### src/rtl/boot_dl_pkg.sv
package boot_dl_pkg;

    localparam int unsigned BUS_W      = 16;
    localparam int unsigned WORD_W     = 24;
    localparam int unsigned PM_SEL_BIT = 14;

    typedef enum logic [2:0] {
        ST_IDLE,
        ST_ACK_WAIT,
        ST_STROBE,
        ST_RELEASE,
        ST_DONE,
        ST_FAULT
    } seq_state_t;

    typedef enum logic [1:0] {
        SEG_LATCH_FIRST,
        SEG_BODY,
        SEG_LATCH_ZERO,
        SEG_RESTART
    } seg_t;

endpackage

### src/rtl/boot_dl_cnt.sv
module boot_dl_cnt #(
    parameter int unsigned LIMIT = 2
) (
    input  logic clk,
    input  logic rst_n,
    input  logic clr,
    input  logic inc,
    output logic hit
);
    localparam int unsigned CW = (LIMIT < 1) ? 1 : $clog2(LIMIT + 1);

    logic [CW-1:0] cnt_q;

    assign hit = (cnt_q == CW'(LIMIT));

    always_ff @(posedge clk) begin
        if (!rst_n) begin
            cnt_q <= '0;
        end else if (clr) begin
            cnt_q <= '0;
        end else if (inc && !hit) begin
            cnt_q <= cnt_q + 1'b1;
        end
    end

    // the counter saturates at its limit and never wraps
    a_r8_cnt_bound: assert property (@(posedge clk) disable iff (!rst_n)
        (cnt_q <= CW'(LIMIT)));

endmodule

### src/rtl/boot_dl_step.sv
module boot_dl_step
    import boot_dl_pkg::*;
#(
    parameter int unsigned N_WORDS = 68,
    localparam int unsigned AW = (N_WORDS > 1) ? $clog2(N_WORDS) : 1
) (
    input  logic              clk,
    input  logic              rst_n,
    input  logic              restart,
    input  logic              advance,
    input  logic [WORD_W-1:0] rom_data,
    output logic [AW-1:0]     rom_addr,
    output logic [BUS_W-1:0]  bus_word,
    output logic              is_latch,
    output logic              last
);
    localparam logic [AW-1:0]    LAST_IDX  = AW'(N_WORDS - 1);
    localparam logic [BUS_W-1:0] PM_FLAG   = BUS_W'(1) << PM_SEL_BIT;
    localparam logic [BUS_W-1:0] LATCH_ONE = PM_FLAG | BUS_W'(1);
    localparam logic [BUS_W-1:0] LATCH_NUL = PM_FLAG;

    seg_t          seg_q;
    logic [AW-1:0] idx_q;
    logic          half_q;

    always_ff @(posedge clk) begin
        if (!rst_n || restart) begin
            seg_q  <= SEG_LATCH_FIRST;
            idx_q  <= '0;
            half_q <= 1'b0;
        end else if (advance) begin
            unique case (seg_q)
                SEG_LATCH_FIRST: begin
                    half_q <= 1'b0;
                    if (N_WORDS > 1) begin
                        seg_q <= SEG_BODY;
                        idx_q <= AW'(1);
                    end else begin
                        seg_q <= SEG_LATCH_ZERO;
                    end
                end
                SEG_BODY: begin
                    if (!half_q) begin
                        half_q <= 1'b1;
                    end else if (idx_q == LAST_IDX) begin
                        seg_q  <= SEG_LATCH_ZERO;
                        half_q <= 1'b0;
                    end else begin
                        idx_q  <= idx_q + 1'b1;
                        half_q <= 1'b0;
                    end
                end
                SEG_LATCH_ZERO: begin
                    seg_q  <= SEG_RESTART;
                    half_q <= 1'b0;
                end
                SEG_RESTART: begin
                    half_q <= 1'b1;
                end
                default: seg_q <= SEG_LATCH_FIRST;
            endcase
        end
    end

    always_comb begin
        rom_addr = (seg_q == SEG_RESTART) ? '0 : idx_q;
        is_latch = (seg_q == SEG_LATCH_FIRST) || (seg_q == SEG_LATCH_ZERO);
        last     = (seg_q == SEG_RESTART) && half_q;
        unique case (seg_q)
            SEG_LATCH_FIRST: bus_word = LATCH_ONE;
            SEG_LATCH_ZERO:  bus_word = LATCH_NUL;
            default:         bus_word = half_q ? {8'h00, rom_data[7:0]}
                                               : rom_data[WORD_W-1:8];
        endcase
    end

    // the word index stays within the image
    a_r4_idx_range: assert property (@(posedge clk) disable iff (!rst_n)
        (idx_q <= LAST_IDX));

    // inside the body the index only ever steps up by one
    a_r4_ascending: assert property (@(posedge clk) disable iff (!rst_n)
        (seg_q == SEG_BODY && $past(seg_q) == SEG_BODY && idx_q != $past(idx_q))
        |-> (idx_q == $past(idx_q) + 1'b1));

endmodule

### src/rtl/boot_dl_seq.sv
module boot_dl_seq
    import boot_dl_pkg::*;
#(
    parameter int unsigned N_WORDS      = 68,
    parameter int unsigned STROBE_CLKS  = 2,
    parameter int unsigned TIMEOUT_CLKS = 1024,
    localparam int unsigned AW = (N_WORDS > 1) ? $clog2(N_WORDS) : 1
) (
    input  logic              clk,
    input  logic              rst_n,
    input  logic              start,
    output logic [AW-1:0]     rom_addr,
    input  logic [WORD_W-1:0] rom_data,
    input  logic              ack_n,
    output logic              bus_sel,
    output logic              bus_latch,
    output logic              bus_wr,
    output logic [BUS_W-1:0]  bus_data,
    output logic              busy,
    output logic              done,
    output logic              error
);
    localparam int unsigned STROBE_LIM = (STROBE_CLKS > 0) ? STROBE_CLKS - 1 : 0;

    seq_state_t       state_q, state_d;
    logic             idle_like;
    logic             step_restart, step_advance;
    logic [BUS_W-1:0] step_word;
    logic             step_is_latch, step_last;
    logic             strobe_hit, wait_hit;

    assign idle_like    = (state_q == ST_IDLE) || (state_q == ST_DONE) ||
                          (state_q == ST_FAULT);
    assign step_restart = idle_like && start;
    assign step_advance = (state_q == ST_RELEASE) && !step_last;

    boot_dl_step #(
        .N_WORDS (N_WORDS)
    ) u_step (
        .clk      (clk),
        .rst_n    (rst_n),
        .restart  (step_restart),
        .advance  (step_advance),
        .rom_data (rom_data),
        .rom_addr (rom_addr),
        .bus_word (step_word),
        .is_latch (step_is_latch),
        .last     (step_last)
    );

    boot_dl_cnt #(
        .LIMIT (STROBE_LIM)
    ) u_strobe_cnt (
        .clk   (clk),
        .rst_n (rst_n),
        .clr   (state_q != ST_STROBE),
        .inc   (state_q == ST_STROBE),
        .hit   (strobe_hit)
    );

    generate
        if (TIMEOUT_CLKS > 0) begin : g_timeout
            boot_dl_cnt #(
                .LIMIT (TIMEOUT_CLKS)
            ) u_wait_cnt (
                .clk   (clk),
                .rst_n (rst_n),
                .clr   (!(state_q == ST_ACK_WAIT && ack_n)),
                .inc   (state_q == ST_ACK_WAIT && ack_n),
                .hit   (wait_hit)
            );
        end else begin : g_no_timeout
            assign wait_hit = 1'b0;
        end
    endgenerate

    // state register
    always_ff @(posedge clk) begin
        if (!rst_n) state_q <= ST_IDLE;
        else        state_q <= state_d;
    end

    // next state
    always_comb begin
        state_d = state_q;
        unique case (state_q)
            ST_IDLE, ST_DONE, ST_FAULT: if (start) state_d = ST_ACK_WAIT;
            ST_ACK_WAIT: begin
                if (!ack_n)        state_d = ST_STROBE;
                else if (wait_hit) state_d = ST_FAULT;
            end
            ST_STROBE:  if (strobe_hit) state_d = ST_RELEASE;
            ST_RELEASE: state_d = step_last ? ST_DONE : ST_ACK_WAIT;
            default:    state_d = ST_IDLE;
        endcase
    end

    // outputs
    always_comb begin
        bus_sel   = (state_q == ST_STROBE);
        bus_latch = (state_q == ST_STROBE) && step_is_latch;
        bus_wr    = (state_q == ST_STROBE) && !step_is_latch;
        bus_data  = ((state_q == ST_ACK_WAIT) || (state_q == ST_STROBE)) ? step_word : '0;
        busy      = (state_q == ST_ACK_WAIT) || (state_q == ST_STROBE) ||
                    (state_q == ST_RELEASE);
        done      = (state_q == ST_DONE);
        error     = (state_q == ST_FAULT);
    end

    // latch and write strobes are mutually exclusive
    a_r7_strobe_excl: assert property (@(posedge clk) disable iff (!rst_n)
        !(bus_latch && bus_wr));

    // no strobe outside a selected access
    a_r7_strobe_in_sel: assert property (@(posedge clk) disable iff (!rst_n)
        (bus_latch || bus_wr) |-> bus_sel);

    // an access starts only after acknowledge was seen low
    a_r6_ack_before_access: assert property (@(posedge clk) disable iff (!rst_n)
        $rose(bus_sel) |-> $past(!ack_n));

    // data and strobe kind held for the whole access
    a_r8_data_stable: assert property (@(posedge clk) disable iff (!rst_n)
        (bus_sel && $past(bus_sel)) |-> ($stable(bus_data) && $stable(bus_latch)));

    // done and busy never together, done holds without start
    a_r10_done_busy_excl: assert property (@(posedge clk) disable iff (!rst_n)
        !(done && busy));
    a_r10_done_holds: assert property (@(posedge clk) disable iff (!rst_n)
        (done && !start) |=> done);

    // a faulted sequencer makes no access
    a_r11_fault_quiet: assert property (@(posedge clk) disable iff (!rst_n)
        error |-> (!bus_sel && !busy));

endmodule

### config.mk
export PLATFORM = sky130hd
export DESIGN_NAME = boot_dl_seq
export DESIGN_NICKNAME = d
export VERILOG_FILES = /design/src/rtl/boot_dl_pkg.sv /design/src/rtl/boot_dl_cnt.sv /design/src/rtl/boot_dl_step.sv /design/src/rtl/boot_dl_seq.sv
export SDC_FILE = /design/constraint.sdc
export NUM_CORES = 1
export LEC_CHECK = 0
export BUFFER_PORTS_ARGS = -buffer_cell sky130_fd_sc_hd__buf_2
export CORE_ASPECT_RATIO = 0.5
export CORE_MARGIN = 10
export CORE_UTILIZATION = 46
export CTS_BUF_LIST = sky130_fd_sc_hd__clkbuf_4 sky130_fd_sc_hd__clkbuf_8 sky130_fd_sc_hd__clkbuf_16
export DETAILED_ROUTE_END_ITERATION = 10
export GPL_TIMING_DRIVEN = 0
export MAX_ROUTING_LAYER = met4
export PLACE_DENSITY_LB_ADDON = 0.15
export SYNTH_ARGS = -nofsm -noshare
export SYNTH_HDL_FRONTEND = slang
export SYNTH_SLANG_ARGS = --single-unit
### constraint.sdc
create_clock -name clk -period 1.9 [get_ports clk]
set_input_delay 0.095 -clock clk [delete_from_list [all_inputs] [get_ports clk]]
set_output_delay 0.095 -clock clk [all_outputs]
set_load 0.02 [all_outputs]
; ---- Word level (Yosys, flattened, before mapping)
; Index checks and enable logic that the tools add are counted.
[word_totals]
ff_bits = 25
latchBits = 0
mem_bits_rw = 0
mem_bits_ro = 0
in_bits = 28
word_cells = 75
n_memories = 0
[op_classes]
n_addsub = 3
n_mul = 0
n_div = 0
n_lt_le_gt_ge = 0
eq_ne = 17
shift = 0
mux = 18
bitwise = 1
reduce_logical = 30
[op_table]
columns = op, n
row1 = 16-bit 2-to-1 mux, 2
row2 = 16-bit one-hot mux with 2 select lines, 1
row3 = 7-bit 2-to-1 mux, 3
row4 = 3-bit 2-to-1 mux, 5
row5 = 7-bit one-hot mux with 2 select lines, 1
row6 = 3-bit one-hot mux with 4 select lines, 1
row7 = 11-bit by 1-bit adder with 11-bit output (second input constant), 1
row8 = 11-bit equality test (second input constant), 1
row9 = 1-bit logical AND, 8
row10 = 4-bit AND reduction, 2
row11 = 7-bit by 1-bit adder with 7-bit output (second input constant), 1
row12 = 7-bit equality test (second input constant), 1
row13 = 3-bit by 2-bit equality test with 1-bit output (second input constant), 2
row14 = 3-bit equality test (second input constant), 2
row15 = 1-bit logical OR, 6
row16 = 2-bit inequality test (second input constant), 3
row17 = 3-bit by 2-bit inequality test with 1-bit output (second input constant), 2
row18 = 2-bit one-hot mux with 3 select lines, 1
row19 = 1-bit zero test, 5
row20 = 2-bit equality test (second input constant), 2
row21 = 2-bit 2-to-1 mux, 2
row22 = 2-bit by 1-bit inequality test with 1-bit output (second input constant), 2
row23 = 2-bit OR reduction, 2
row24 = 3-bit by 1-bit equality test with 1-bit output (second input constant), 1
row25 = other kinds (12), 12

; ---- Longest topological paths before layout
; Gate-level depths: netlist of run 1.
[depth]
depth_word = 5
depth_mapped = 6

; ---- By module
; Synthesis of run 1 repeated with hierarchy kept, for this count alone.
[hier_totals]
cells_unflattened = 247
area_unflattened_um2 = 1923.1
[modules_own_cells]
columns = mod, instances, cells_each, area_each_um2
row1 = boot_dl_step, 1, 115, 884.6
row2 = boot_dl_cnt at g_timeout.u_wait_cnt, 1, 71, 605.6
row3 = boot_dl_seq, 1, 58, 396.6
row4 = boot_dl_cnt at u_strobe_cnt, 1, 3, 36.3

; ---- Least setup slack after synthesis of run 1
; Ideal clock, no wire load.
[synth_path]
path_type = register to register
startpoint = register u_step.idx_q[0]
endpoint = register u_step.seg_q[0]
setup_time_ns = 0.087
arrival_ns = 1.786
slack_ns = 0.026
path_stages_with_launch = 6
n_path_buf = 0
cell_sequence = dfxtp_1 -> ha_1 -> or4b_4 -> o31a_1 -> or4_1 -> o31ai_1
[synth_via]
elab_chain_len = 3
[synth_rtl]
columns = item, line
row1 = "start, declared", boot_dl_step.sv:23  ; logic [AW-1:0] idx_q;
row2 = "start signal, assigned", boot_dl_step.sv:49  ; idx_q <= idx_q + 1'b1;
row3 = 7-bit equality test, boot_dl_step.sv:45  ; end else if (idx_q == LAST_IDX) begin
row4 = 2-bit by 1-bit inequality test with 1-bit output (no source line), -
row5 = 4-bit AND reduction (no source line), -
row6 = "end signal, assigned", boot_dl_step.sv:46  ; seg_q <= SEG_LATCH_ZERO;
row7 = "end signal, assigned", boot_dl_step.sv:54  ; seg_q <= SEG_RESTART;
row8 = "end signal, assigned", boot_dl_step.sv:60  ; default: seg_q <= SEG_LATCH_FIRST;
row9 = "end, declared", boot_dl_step.sv:22  ; seg_t seg_q;
; Every way passes these cells.
; A chain may end at the register's enable or synchronous reset.

; ---- Worst setup path after layout of run 1
[layout_path]
startpoint = register u_step.seg_q[0]
endpoint = register u_step.seg_q[0]
[layout_via]
elab_chain_len = 5
word_cells_on_any_way = 12
cone_classes = eq/ne: 5 / mux: 1 / reduce/logical: 6
[layout_rtl]
columns = item, line
row1 = "start signal, assigned", boot_dl_step.sv:28  ; seg_q <= SEG_LATCH_FIRST;
row2 = "start signal, assigned", boot_dl_step.sv:36  ; seg_q <= SEG_BODY;
row3 = "start signal, assigned", boot_dl_step.sv:39  ; seg_q <= SEG_LATCH_ZERO;
row4 = 2-bit equality test, boot_dl_step.sv:68  ; last = (seg_q == SEG_RESTART) && half_q;
row5 = 1-bit logical AND, boot_dl_step.sv:68
row6 = 1-bit zero test, boot_dl_seq.sv:35  ; assign step_advance = (state_q == ST_RELEASE) && !step_last;
row7 = 1-bit logical AND, boot_dl_seq.sv:35
row8 = 4-bit AND reduction (no source line), -
; Several ways; a longest one is shown, not always the timed one.

==> reports/metrics.cfg, run 1 <==
[timing]
drv_slew = 0
tightest_slew_ps = 680
hold_violations = 0
clock_skew_ps = 2.98
period_share_pct = 98.6
max_freq_mhz = 534
whs_ps = 131
slew_headroom_pct = 54.4
period_minus_slack_ps = 1870
rsz0062_at_grt = true
setup_viol_count_final = 0

[die]
design.core.area_mm2 = 0.00353
dieHeight_um = 63.4
initial_core_util_pct = 49.0
fp.dieW_um = 107
ios = 57
die-area_mm2 = 0.00676
fp-row-count = 15

[clock_network]
cts_tree = yes
numCtsBuffers = 3
cts_num_sinks = 25
htree_levels = 1
insertion_delay_ps = 270
path_clk_slew_ps = 90
clk_path_buf_depth = 2
cts-root-buf = clkbuf_8

[pwr]
cellPowerDensity_mw_per_mm2 = 489
power.total_uw = 1110
vdd_drop_max_mv = 0.356
power.leakage_uw = 0.000957

[synth]
synth_area_leader_cell = dfxtp_1
yosysSeqAreaShare_pct = 28.9
synthArstFlopShare_pct = 0
synth_nets = 252
synth_cell_type_count = 48
avgSynthCellArea_um2 = 8.05
yosys_warnings = 0
synth.top_cells.by_area = dfxtp_1 29%, ha_1 6.5%, mux2i_1 6.4%
synth_most_common_cell = dfxtp_1
syn_inst = 215
ys_top_cells_by_count = 25 x dfxtp_1, 23 x nor2_1, 14 x nand2_1, 11 x mux2i_1
synth_top_area_share_pct = 28.9
syn_area_mm2 = 0.00173
ys_ff_latch = 25
synth-edff-count = 0
synth-main-ff-cell = dfxtp_1

[global_route]
grt_overflow = 0
grt_pass1_vias = 1527
antenna_found_initial = 0
grt_max_degree = 16
grt_pass1_wl_um = 7180
grt_use_total_pct = 13.0

[final_layout]
final_core_util_pct = 64.2
regArea_um2 = 512
syn_to_final_growth_pct = 30.9
antenna_cells = 0
layout-drive-gt1-share_pct = 30.5
fill_cells = 326
multi_input_comb_area_mm2 = 0.00122
final_area_mm2 = 0.00227
fin_nets = 317

[drt]
antenna_left = 0
wl_um = 4820
via_count = 1780
drt-initial-drc-count = 97
remaining_drc_errors = 0
drt-vias-per-instance = 5.39
dr.pass1.iters = 8
wire_per_inst_um = 14.6

[setup_path]
critical_path_class = register to register
worst-path-max-fanout = 6
worst-endpoint-arrival_ps = 2060
cp.required_ps = 2080
endpoint_kind = register
start_kind = register

[placed_design]
hpwl_um = 3620
port_buffers = 55
dpl_cell_area_mm2 = 0.00207
place_congestion = 0.833

[outcome]
outcome = completed

[job]
maxCapViolations = 0

[min_path]
hold_path.class = primary input to register

==> stage by stage <==
stage | worst slack (ps) | TNS [ps] | instances
final | 25.7 | 0 | 330
after detailed placement | -162 | -1370 | 321
after floorplan | 26.1 | 0 | 215
after global routing | -78.2 | -648 | 330
after CTS | 0.335 | 0 | 328
after global placement | -161 | -952 | 321
==> worst paths after layout <==
kind | from | to | slack [ps] | cells after the start
setup reg to reg | u_step.seg_q[0] | u_step.seg_q[0] | 30 | 5
hold / removal | ack_n | state_q[1] | 130 | 4
setup / recovery | u_step.seg_q[0] | u_step.seg_q[0] | 30 | 5
hold reg to reg | g_timeout.u_wait_cnt.cnt_q[10] | g_timeout.u_wait_cnt.cnt_q[10] | 500 | 2
==> final cells by class <==
type,instances,area share (%)
multi-input combinational,169,53.7
sequential,25,22.6
buffer,10,2.04
timing repair buffer,61,15.1
inverter,10,1.66
clock inverter,1,0.331
clock buffer,3,1.82
tap,51,2.82
==> logic make-up after synthesis <==
logic type / after synthesis / synth area share (%)
compound gates: 47 / 19.2
xor+xnor: 6 / 3.04
simple gates: 96 / 31.2
fa+ha+maj: 9 / 6.51
mux: 11 / 6.36
buf+inv: 21 / 4.70
flops: 25 / 28.9
==> worst max-delay path, stage by stage, from the launching register on <==
cell	delay (ps)
dfxtp_4	370
ha_1	280
nand2_1	120
or3b_2	470
or4_1	470
o31ai_1	70
==> report_power, final <==
part	internal [µW]	leakage, µW	switching [µW]
Combinational	97.7	0.000730	140
Clock	149	0.0000217	181
Sequential	532	0.000205	7.14
Total	778	0.000957	329
==> routing by layer <==
layer  up-vias  GRT usage (%)  share of wire (%)
met3         2           3.55                3.1
met5         -              -                  0
met1       847           13.1                 41
met4         0           1.85               0.29
li1        904              -                  -
met2        27           24.9                 55
==> flip-flops by register name (all words and copies together), names as in the netlist <==
name and cells:
g_timeout.u_wait_cnt.cnt_q 11, u_step.idx_q 7, state_q 3, u_step.seg_q 2
u_step.half_q 1, u_strobe_cnt.hit 1
==> cells in the final DEF (no fill, tap or decap), types with 3 or more instances in the layout <==
master and n:
a311oi_1 5, dfxtp_1 20, a31oi_1 4, dfxtp_2 3
nor2b_1 10, or4_1 3, clkbuf_1 7, ha_1 6
mux2i_1 11, nor3_1 3, o31ai_1 3, or3_1 3
inv_1 10, buf_2 49, buf_4 13, xor2_1 3
nand2_1 14, nand3_1 5, o311ai_0 3, nand2b_1 6
and2_1 9, and3_1 4, o21ai_0 6, nand4_1 3
clkbuf_8 3, nor2_1 21, a21oi_1 10
==> what timing repair did <==
item	in CTS	in global routing
buffers inserted	3	3
hold buffers	0	0
setup endpoints to repair	21	25
gates resized for setup	13	21
pin swaps	1	8
gates cloned	0	0
Power figures use the tool's default switching activity.
==> run 2, diff against run 1 <==
--- a/config.mk
+++ b/config.mk
@@ -5,6 +5,7 @@
 export SDC_FILE = /design/constraint.sdc
 export NUM_CORES = 1
 export LEC_CHECK = 0
+export ABC_AREA = 1
 export BUFFER_PORTS_ARGS = -buffer_cell sky130_fd_sc_hd__buf_2
 export CORE_ASPECT_RATIO = 0.5
 export CORE_MARGIN = 10
==> run 2 against run 1 <==
Synthesized cell count is 31% higher. Clock power hardly changed. Critical path depth is 1 higher. Final area is 0.28% higher. Die area is 4.6% higher. Final cell count is 20% higher. Total power is 14% higher. Area after synthesis is 6.2% higher. Clock skew hardly changed. Utilization is 5.7 points lower. Setup slack better by 58 ps. Combinational power is 56% higher. Largest cell class unchanged. Highest routed layer unchanged.
==> reports/metrics.cfg, run 2 <==
[synth]
syn_area_mm2 = 0.00184  ; +6.2%
avgSynthCellArea_um2 = 6.52  ; -19%
synth_top_area_share_pct = 27.2  ; -1.7 points
synth_most_common_cell = nand2_1
synth.top_cells.by_area = dfxtp_1 27%, nand2_1 15%, nor2_1 8.0%
synth_cell_type_count = 35  ; -27%
yosys_warnings = 0  ; unchanged
ys_top_cells_by_count = 73 x nand2_1, 39 x nor2_1, 29 x inv_1, 25 x dfxtp_1, 24 x a21oi_1
synth-main-ff-cell = dfxtp_1
synth_nets = 319  ; +27%
yosysSeqAreaShare_pct = 27.2  ; -1.7 points
synth-edff-count = 0  ; unchanged
ys_ff_latch = 25  ; unchanged
syn_inst = 282  ; +31%
synthArstFlopShare_pct = 0  ; unchanged
synth_area_leader_cell = dfxtp_1

[die]
fp.dieW_um = 109  ; +2.5%
fp-row-count = 16  ; +1
initial_core_util_pct = 47.3  ; -1.7 points
design.core.area_mm2 = 0.00388  ; +10%
dieHeight_um = 64.7  ; +2.1%
ios = 57  ; unchanged
die-area_mm2 = 0.00708  ; +4.6%

[timing]
max_freq_mhz = 551  ; +3.2%
hold_violations = 0  ; unchanged
period_share_pct = 95.6  ; -3.1 points
drv_slew = 0  ; unchanged
slew_headroom_pct = 77.8  ; +23 points
rsz0062_at_grt = true
setup_viol_count_final = 0  ; unchanged
tightest_slew_ps = 334  ; -347 ps
timing.setup.tns_ps = 0  ; unchanged
period_minus_slack_ps = 1820  ; -58.2 ps
clock_skew_ps = 2.91  ; -0.0619 ps
setup_ws_ps = 84.0  ; +58.2 ps

[global_route]
grt_use_total_pct = 13.9  ; +0.90 points
grt_pass1_vias = 1886  ; +24%
grt_pass1_wl_um = 8080  ; +13%
grt_max_degree = 16  ; unchanged
antenna_found_initial = 0  ; unchanged
grt_overflow = 0  ; unchanged

[final_layout]
layout_commonest_cell = nand2_1
largest_register = g_timeout.u_wait_cnt.cnt_q
multi_input_comb_area_mm2 = 0.00119  ; -1.9%
mostFrequentLayoutCells = 70 x nand2_1, 57 x buf_2, 38 x nor2_1, 29 x inv_1, 24 x a21oi_1
syn_to_final_growth_pct = 23.6
final_area_mm2 = 0.00227  ; +0.28%
fill_cells = 388  ; +19%
layout-drive-gt1-share_pct = 29.8  ; -0.64 points
regArea_um2 = 505  ; -1.2%
antenna_cells = 0  ; unchanged
largest_reg_flops = 11  ; unchanged
fin_nets = 380  ; +20%
reg_top3 = g_timeout.u_wait_cnt.cnt_q (11), u_step.idx_q (7), state_q (3)

[setup_path]
path_buf_inv = 2  ; +2
endpoint_kind = primary output
worst-path-max-fanout = 7  ; +1
start_kind = register
critical_path_class = register to primary output
cp.required_ps = 1800  ; -280 ps
slowest_stage = dfxtp_4
worst-endpoint-arrival_ps = 1720  ; -340 ps
path_cells = inv_1 > ha_1 > nor2_4 > nand2_2 > nor3b_1 > buf_2
slowest_delay_ps = 390  ; -80 ps
cp_top_family = simple AND/OR/NAND/NOR gates

[drt]
wl_um = 4590  ; -4.8%
wire_per_inst_um = 11.6  ; -21%
drt-vias-per-instance = 4.82  ; -11%
antenna_left = 0  ; unchanged
dr.pass1.iters = 4  ; -4
via_count = 1908  ; +7.2%
drt-initial-drc-count = 85  ; -12%
remaining_drc_errors = 0  ; unchanged

[clock_network]
htree_levels = 1  ; unchanged
clk_path_buf_depth = 2  ; unchanged
cts_resized = 4  ; -9
cts-root-buf = clkbuf_8
numCtsBuffers = 3  ; unchanged
post_cts.repair.setup_buffers = 0  ; -3
path_clk_slew_ps = 90  ; about the same
cts_hold_buf = 0  ; unchanged
cts_tree = yes
insertion_delay_ps = 270  ; about the same
cts_num_sinks = 25  ; unchanged

[placed_design]
dpl_cell_area_mm2 = 0.00219  ; +5.6%
place_ws_ps = 108  ; +270 ps
port_buffers = 56  ; +1.8%
hpwl_um = 3790  ; +4.7%
place_congestion = 0.864  ; +3.7%

[outcome]
outcome = completed

[pwr]
power.total_uw = 1260  ; +14%
vdd_drop_max_mv = 0.267  ; -25%
cellPowerDensity_mw_per_mm2 = 556  ; +14%
power.leakage_uw = 0.00103  ; +7.4%

[min_path]
hold_path.class = primary input to register

[job]
maxCapViolations = 0  ; unchanged

[run 2: cell count changes after synthesis, moves of 8 or more]
cell,previous run,this run
nand2_1,14,73
inv_1,10,29
nor2_1,23,39
a21oi_1,10,24
nand3_1,5,17
mux2i_1,11,0
nor2b_1,10,0
and2_1,9,0
inv_2,0,9
clkbuf_1,8,0
[run 2: per-stage QoR]
step / util [%] / std cells / hold slack, ps
6_report: 58.5 / 396 / 71.0
5_1_grt: 58.5 / 396 / 83.1
4_1_cts: 57.7 / 396 / 63.6
3_5_place_dp: 56.3 / 392 / 361
3_3_place_gp: 56.3 / 392 / 356
2_1_floorplan: - / 282 / 193
[run 2: metal layers]
metal / vias to the layer above / global-route usage, % / share of wire, %
met5: - / - / 0
met4: 0 / 3.39 / 0.78
met2: 39 / 23.3 / 48
met3: 4 / 3.45 / 4.3
li1: 1018 / - / -
met1: 847 / 16.3 / 47
[run 2: cell type report]
cell class	instances	area share [%]
Clock inverter	1	0.330
Multi-Input combinational cell	214	52.5
Buffer	3	0.936
Sequential cell	25	22.2
Clock buffer	3	1.82
Inverter	40	6.72
Tap cell	54	2.97
Timing Repair Buffer	56	12.4
[run 2: logic make-up (layout without fill, tap and decap cells)]
kind of cell / Yosys count / count (layout) / synth area share, %
compound gates: 37 / 37 / 11.4
buf+inv: 43 / 103 / 9.46
flops: 25 / 25 / 27.2
fa+ha+maj: 9 / 9 / 6.13
xor+xnor: 4 / 4 / 1.91
simple gates: 164 / 164 / 43.9
[run 2: final timing paths]
kind	startpoint	to	slack [ps]	cells past startpoint
max	u_step.seg_q[0]	bus_data[8]	80	6
min	ack_n	state_q[1]	70	2
max reg2reg	u_step.seg_q[1]	u_step.idx_q[5]	300	9
min reg2reg	g_timeout.u_wait_cnt.cnt_q[10]	g_timeout.u_wait_cnt.cnt_q[10]	470	2
[run 2: where the power goes]
group          leakage (µW)  internal [µW]  switching, µW
clock             0.0000217            149            183
sequential         0.000203            538           22.0
combinational      0.000803            124            247
==> run 3, diff against run 2 <==
--- a/config.mk
+++ b/config.mk
@@ -8,7 +8,7 @@
 export ABC_AREA = 1
 export BUFFER_PORTS_ARGS = -buffer_cell sky130_fd_sc_hd__buf_2
 export CORE_ASPECT_RATIO = 0.5
-export CORE_MARGIN = 10
+export CORE_MARGIN = 2
 export CORE_UTILIZATION = 46
 export CTS_BUF_LIST = sky130_fd_sc_hd__clkbuf_4 sky130_fd_sc_hd__clkbuf_8 sky130_fd_sc_hd__clkbuf_16
 export DETAILED_ROUTE_END_ITERATION = 10
==> run 3 against run 2 <==
Utilization up 0.63 points. Die area decreased by 36%. Combinational power grew 1%. Sequential power about the same. Critical endpoint is now bus_data[11]. Clock power is essentially flat. Register-to-register slack about the same. Clock skew increased by 2.6 ps. Non-clock buffer count did not move. Critical path type unchanged. Count of clock-buffer cells in the layout did not move.
==> reports/metrics.cfg, run 3 (synthesized netlist as in run 2, its figures left out) <==
[final_layout]
final_cell_count_no_fill = 396  ; unchanged
mostFrequentLayoutCells = 70 x nand2_1, 58 x buf_2, 38 x nor2_1, 29 x inv_1, 24 x a21oi_1
largest_reg_flops = 11  ; unchanged
syn_to_final_growth_pct = 24.3
fin_nets = 380  ; unchanged
layout-drive-gt1-share_pct = 30.4  ; +0.58 points
antenna_cells = 0  ; unchanged
fill_cells = 362  ; -6.7%
layout_commonest_cell = nand2_1
reg_top3 = g_timeout.u_wait_cnt.cnt_q (11), u_step.idx_q (7), state_q (3)
largest_register = g_timeout.u_wait_cnt.cnt_q

[pwr]
p_int_uw = 812  ; about the same
p_comb_share_pct = 29.5  ; about the same
pwr-share-clk_pct = 26.3  ; about the same
power.switching_uw = 460  ; +1.7%
p_seq_share_pct = 44.1  ; -0.2 points
cellPowerDensity_mw_per_mm2 = 557  ; about the same
power.leakage_uw = 0.00103  ; +0.31%
vdd_drop_max_mv = 0.256  ; -4.2%
swShare_pct = 36.2  ; +0.37 points

[clock_network]
path_clk_slew_ps = 100  ; about the same
cts_tree = yes
cts_num_sinks = 25  ; unchanged
cts-root-buf = clkbuf_8
insertion_delay_ps = 270  ; about the same
clk_path_buf_depth = 2  ; unchanged
htree_levels = 1  ; unchanged
post_cts.repair.setup_buffers = 0  ; unchanged
numCtsBuffers = 3  ; unchanged

[placed_design]
hpwl_um = 3300  ; -13%
dp_cells = 392  ; unchanged
port_buffers = 56  ; unchanged
place_congestion = 0.891  ; +3.2%

[setup_path]
worst-endpoint-arrival_ps = 1710  ; about the same
start_kind = register
cp.required_ps = 1800  ; about the same
critical_path_class = register to primary output
slowest_stage = dfxtp_4
path_buf_inv = 2  ; unchanged
worst-path-max-fanout = 7  ; unchanged
reg2reg_slack_ps = 310  ; about the same
endpoint_kind = primary output
slowest_delay_ps = 390  ; about the same
cp_top_family = simple AND/OR/NAND/NOR gates
path_cells = inv_1 > ha_1 > nor2_4 > nand2_4 > nor3b_1 > buf_2

[timing]
clock_skew_ps = 5.54  ; +2.63 ps
setup_viol_count_final = 0  ; unchanged
slew_headroom_pct = 78.3  ; +0.51 points
period_minus_slack_ps = 1800  ; -14.4 ps
drv_slew = 0  ; unchanged
period_share_pct = 94.8  ; -0.76 points
hold_violations = 0  ; unchanged
tightest_slew_ps = 326  ; -7.71 ps
max_freq_mhz = 555  ; +0.80%
rsz0062_at_grt = false
timing.setup.tns_ps = 0  ; unchanged

[drt]
drt-initial-drc-count = 92  ; +8.2%
antenna_left = 0  ; unchanged
dr.pass1.iters = 4  ; unchanged
wire_per_inst_um = 10.7  ; -7.6%
via_count = 1935  ; +1.4%
wl_um = 4240  ; -7.6%
drt-vias-per-instance = 4.89  ; +1.4%
remaining_drc_errors = 0  ; unchanged

[global_route]
grt_use_total_pct = 20.6  ; +6.7 points
grt_pass1_vias = 1792  ; -5.0%
grt_max_degree = 16  ; unchanged
grt_overflow = 0  ; unchanged
antenna_found_initial = 0  ; unchanged
grt_pass1_wl_um = 7470  ; -7.5%

[die]
dieHeight_um = 48.7  ; -25%
fp-row-count = 16  ; unchanged
die-area_mm2 = 0.00455  ; -36%
initial_core_util_pct = 47.6  ; +0.25 points
design.core.area_mm2 = 0.00386  ; -0.52%
ios = 57  ; unchanged
fp.dieW_um = 93.4  ; -15%

[job]
maxCapViolations = 0  ; unchanged

[min_path]
hold_path.class = primary input to register

[outcome]
outcome = completed

[run 3: cell types whose count changed in the layout (fill, tap and decap cells not counted)]
cell	previous run	this run
nor3b_2	3	5
buf_2	57	58
nand2_2	6	5
nand2_4	3	4
buf_4	1	0
nor3b_1	6	4
[run 3: worst paths after layout]
| kind | depth (start not counted) | start | to |
|---|---|---|---|
| min reg2reg | 2 | g_timeout.u_wait_cnt.cnt_q[10] | g_timeout.u_wait_cnt.cnt_q[10] |
| max | 6 | u_step.seg_q[0] | bus_data[11] |
| max reg2reg | 9 | u_step.seg_q[1] | u_step.idx_q[5] |
| min | 3 | rst_n | state_q[2] |
[run 3: repair_timing]
action | 4_1_cts | 5_1_grt
setup endpoints to repair | 14 | 14
gates resized for setup | 4 | 10
hold buffers | 0 | 0
[run 3: layout make-up]
cell class / count / area [µm²] / area share [%]
Multi-Input combinational cell: 214 / 1210 / 52.9
Clock inverter: 1 / 7.51 / 0.329
Timing Repair Buffer: 56 / 280 / 12.3
Inverter: 40 / 153 / 6.68
Tap cell: 54 / 67.6 / 2.96
Sequential cell: 25 / 505 / 22.1
Buffer: 3 / 21.3 / 0.931
Clock buffer: 3 / 41.3 / 1.81
[run 3: through the flow]
| step | hold slack [ps] | worst slack (ps) | total power (µW) | utilization (%) | cell area [µm²] |
|---|---|---|---|---|---|
| after floorplan | 193 | 182 | 826 | - | 1840 |
| after global routing | 74.7 | 4.52 | 1350 | 59.1 | 2280 |
| after global placement | 355 | 184 | 927 | 56.6 | 2190 |
| after detailed placement | 362 | 150 | 933 | 56.6 | 2190 |
| after CTS | 65.2 | 18.0 | 1270 | 58.1 | 2240 |
| final | 73.1 | 98.4 | 1270 | 59.1 | 2280 |
[run 3: power by group through the flow]
stage          logic [µW]  registers, µW  clock network, µW
2_1_floorplan         258            568                  0
3_3_place_gp          354            573                  0
3_5_place_dp          360            573                  0
4_1_cts               363            562                347
5_1_grt               417            565                366
6_report              376            561                335
[run 3: tightest hold or removal path, stage by stage]
cell and delay, ps:
buf_2 120, nand2_1 70, nor2_2 30
[run 3: per-layer routing]
metal / routed length (µm) / track usage [%] / vias to the layer above
met1: 1990 / 24.9 / 866
met4: 19 / 3.92 / 0
met5: 0 / - / -
li1: - / - / 1020
met3: 187 / 4.21 / 2
met2: 2040 / 36.0 / 47
